### src/rtl/pix_out_conv.sv
module pix_out_conv (
  input  logic        clk,
  input  logic        rst_n,
  input  logic [2:0]  mode,
  input  logic        alpha_inv,
  input  logic        rb_swap,
  input  logic        in_valid,
  output logic        in_ready,
  input  logic [31:0] in_pixel,
  input  logic        in_last,
  output logic        out_valid,
  input  logic        out_ready,
  output logic [31:0] out_data,
  output logic [3:0]  out_be,
  output logic        out_last
);

  logic [7:0]  ch_a, ch_r, ch_g, ch_b;
  logic [31:0] px_conv;
  logic [3:0]  px_len;
  logic [63:0] acc;
  logic [3:0]  cnt;
  logic        last_pend;
  logic        push, pop;
  logic [3:0]  take;
  logic [2:0]  base;

  assign ch_a = alpha_inv ? ~in_pixel[31:24] : in_pixel[31:24];
  assign ch_r = rb_swap ? in_pixel[7:0]   : in_pixel[23:16];
  assign ch_g = in_pixel[15:8];
  assign ch_b = rb_swap ? in_pixel[23:16] : in_pixel[7:0];

  always_comb begin
    case (mode)
      3'b001: begin px_conv = {8'h00, ch_r, ch_g, ch_b}; px_len = 4'd3; end
      3'b010: begin px_conv = {16'h0, ch_r[7:3], ch_g[7:2], ch_b[7:3]}; px_len = 4'd2; end
      3'b011: begin px_conv = {16'h0, ch_a[7], ch_r[7:3], ch_g[7:3], ch_b[7:3]}; px_len = 4'd2; end
      3'b100: begin px_conv = {16'h0, ch_a[7:4], ch_r[7:4], ch_g[7:4], ch_b[7:4]}; px_len = 4'd2; end
      default: begin px_conv = {ch_a, ch_r, ch_g, ch_b}; px_len = 4'd4; end
    endcase
  end

  assign in_ready  = !last_pend && (cnt <= 4'd4);
  assign out_valid = (cnt >= 4'd4) || (last_pend && cnt != 4'd0);
  assign out_last  = last_pend && (cnt <= 4'd4);
  assign out_data  = acc[31:0];
  always_comb begin
    case (cnt)
      4'd1: out_be = 4'b0001;
      4'd2: out_be = 4'b0011;
      4'd3: out_be = 4'b0111;
      default: out_be = 4'b1111;
    endcase
  end

  assign push = in_valid && in_ready;
  assign pop  = out_valid && out_ready;
  assign take = pop ? ((cnt >= 4'd4) ? 4'd4 : cnt) : 4'd0;
  assign base = 3'(cnt - take);

  always_ff @(posedge clk) begin
    if (!rst_n) begin
      acc       <= '0;
      cnt       <= '0;
      last_pend <= 1'b0;
    end else begin
      acc <= (pop ? {32'h0, acc[63:32]} : acc)
             | (push ? ({32'h0, px_conv} << {base, 3'b000}) : 64'h0);
      cnt <= cnt - take + (push ? px_len : 4'd0);
      if (push && in_last)
        last_pend <= 1'b1;
      else if (pop && cnt <= 4'd4)
        last_pend <= 1'b0;
    end
  end

  assert_hold_R10: assert property (@(posedge clk) disable iff (!rst_n)
    out_valid && !out_ready |=> out_valid && $stable(out_data) && $stable(out_be) && $stable(out_last));
  assert_full_word_R8: assert property (@(posedge clk) disable iff (!rst_n)
    out_valid && !out_last |-> out_be == 4'b1111);
  assert_tail_mask_R8: assert property (@(posedge clk) disable iff (!rst_n)
    out_last |-> out_be inside {4'b0001, 4'b0011, 4'b0111, 4'b1111});
  assert_last_valid_R9: assert property (@(posedge clk) disable iff (!rst_n)
    out_last |-> out_valid);
  assert_block_after_last_R12: assert property (@(posedge clk) disable iff (!rst_n)
    out_last && !out_ready |=> !in_ready);
  assert_no_overflow_R10: assert property (@(posedge clk) disable iff (!rst_n)
    cnt <= 4'd8);

endmodule

### config.mk
export PLATFORM = sky130hd
export DESIGN_NAME = pix_out_conv
export DESIGN_NICKNAME = d
export VERILOG_FILES = /design/src/rtl/pix_out_conv.sv
export SDC_FILE = /design/constraint.sdc
export NUM_CORES = 1
export LEC_CHECK = 0
export BUFFER_PORTS_ARGS = -buffer_cell sky130_fd_sc_hd__buf_2
export CAP_MARGIN = 10
export CORE_AREA = 2 2 115 117
export DETAILED_ROUTE_END_ITERATION = 12
export DIE_AREA = 0 0 117 119
export GPL_TIMING_DRIVEN = 0
export PLACE_DENSITY = 0.62
export SLEW_MARGIN = 30
export SYNTH_ARGS = -nofsm -noshare
export SYNTH_HDL_FRONTEND = slang
export SYNTH_SLANG_ARGS = --single-unit
### constraint.sdc
create_clock -name clk -period 3.5 [get_ports clk]
set_input_delay 0.7 -clock clk [delete_from_list [all_inputs] [get_ports clk]]
set_output_delay 0.7 -clock clk [all_outputs]
set_load 0.05 [all_outputs]
==> out/results.ini <==
[final_layout]
drive_above_1_share = 0.274
n_fill_cell = 1339
utilization = 0.463
fin_cells = 876
finish.instance_area_um2 = 5960
multi_input_comb_area_um2 = 3130
nets = 744
seqCellArea_um2 = 1380
antenna_cells = 0
area_delta_synth_final_pct = 20.0

[pwr]
finalPower_mw = 4.25
max-vdd-ir-drop_mv = 0.219
leakagePower_nw = 2.43
pwr_density_cell_nw_per_um2 = 713

[sta]
finalSetupViolCount = 0
slew_violations = 0
hold_viol_final = 0
fmax_mhz = 300
period_minus_slack_ps = 3330
tightestPinTransition_ps = 931
fin_setup_tns_ps = 0
whs_ps = 448
fin_crit_sh = 0.951
rsz0062_at_grt = no
max_slew_margin = 0.363
fin_ws_ps = 171
finalClockSkew_ps = 6.46

[logic_synthesis]
syn_inst = 609
yosys_warnings = 0
synth_common_cells = dfxtp_1 (69), nand2_1 (63), nor2_1 (36), buf_4 (35), mux2i_1 (29)
synthTopCellsByArea = dfxtp_1 (28%), mux2i_1 (5.8%), buf_4 (5.3%)
ys_seq_area_frac = 0.278
synth-main-ff-cell = dfxtp_1
synth_edf_count = 0
synth_seq_cells = 69
netlist.area_leader.share = 0.278
ys_async_sr_fraction = 0
yosysMostFrequentCell = dfxtp_1
synth_nets = 658
syn_area_um2 = 4970
synth_top_cell_by_area = dfxtp_1
yosysUniqueCellTypes = 76
avgSynthCellArea_um2 = 8.16

[drt]
wl_per_cell_um = 23.1
route.detailed.drc = 0
first_pass_iters = 5
wirelength_mm = 20.2
wl_met3_mm = 1.74
vias_per_cell = 6.04
vias = 5289
top_layer = met4
drt_iter0_drc = 490
met1Wirelength_mm = 8.97
ant_nets = 0
wl_met2_mm = 8.82

[global_routing]
grt_use_total = 0.294
antenna_found_initial = 0
grt_pass1_wl_mm = 30.2
grt_max_degree = 13
grt_overflow = 0
grt_pass1_vias = 5042

[worst_setup_path]
crit_path_end_kind = register
start_kind = register
crit_type = register to register
crit_required_ps = 3750
arrival_ps = 3570
cp_max_fo = 9

[die]
die_h_um = 119
start_util = 0.386
io_pins = 81
rows = 42
dieArea_um2 = 13900
fp.dieW_um = 117
core_um2 = 12900

[place]
placedInstanceArea_um2 = 5570
gp_congestion = 0.984
place_hpwl_mm = 15.4
place_inst = 862
io_buffers = 77
post-place-ws_ps = -480

[clocking]
cts.sinks = 69
clk_pin_slew_ps = 60
htreeDepth = 3
hold_buffers = 0
cts_tree = yes
clock_path_buffers = 2
cts_root_buffer = clkbuf_16
numCtsBuffers = 9
clk_latency_ps = 350

[worst_hold_path]
hold_class = register to register

[run_status]
outcome = complete, no violations

[job]
max_cap_violations = 0

layer usage:
metal | GRT usage | vias up
met4 | 0.0978 | 0
met2 | 0.446 | 273
met5 | 0 | -
met1 | 0.411 | 2503
met3 | 0.0667 | 48
li1 | - | 2465
power by group:
| part | leakage (nW) | internal (mW) | total, mW | switching [mW] |
|---|---|---|---|---|
| combinational | 1.70 | 0.685 | 2.12 | 1.43 |
| sequential | 0.562 | 0.976 | 1.10 | 0.122 |
| clock | 0.166 | 0.664 | 1.04 | 0.374 |
cell usage in the layout (no fill, tap or decap), types with 11 or more instances in the layout:
master    Yosys  routed
buf_2        12      90
dfxtp_1      69      69
nand2_1      63      63
buf_4        35      35
nor2_1       36      34
mux2i_1      29      29
o21ai_0      28      28
o22ai_1      23      23
a21oi_1      22      22
nand3_1      22      21
a31oi_1      17      17
clkbuf_1     24      15
nor3_1       11      11
a22oi_1      11      11
a32oi_1      11      11
path summary, 6_finish.rpt:
path	startpoint	end	slack, ps	cells past startpoint
max	cnt[0]	acc[8]	170	11
max reg2reg	cnt[0]	acc[8]	170	11
min reg2reg	acc[61]	acc[61]	450	2
min	acc[61]	acc[61]	450	2
worst max-delay path: stages (launching register included):
cell and delay (ps):
dfxtp_1 310, clkbuf_1 300, o211a_1 280, and3_1 170, ha_1 140, inv_1 60
fa_2 420, xnor2_4 280, nand3_2 280, nor2_4 340, nand2_1 280, o32ai_1 350
final cells by class:
class,instances,share of cell area
clock inverters,5,0.0139
well taps,176,0.0369
inverters,12,0.00777
plain buffers,75,0.0772
multi-input cells,451,0.525
flip-flops and latches,69,0.232
repair buffers,77,0.0647
clock buffers,11,0.0424
sequential cells by signal, indices dropped and copies added, names as in the netlist:
register / flops
acc: 64
cnt: 4
last_pend: 1
logic make-up after synthesis:
logic type / Yosys count / synth area share
AO/OA/AOI/OAI: 216 / 0.322
XOR/XNOR: 14 / 0.0275
adder cells (fa/ha/maj): 8 / 0.0227
buffers and inverters: 89 / 0.101
flip-flops: 69 / 0.278
multiplexers: 38 / 0.0788
other: 1 / 0.000755
AND/OR/NAND/NOR: 174 / 0.169
timing repair:
item                       4_1_cts  5_1_grt
gates resized for setup         11       13
buffers inserted                 0        0
setup endpoints to repair       49       32
(Power assumes the default switching activity.)
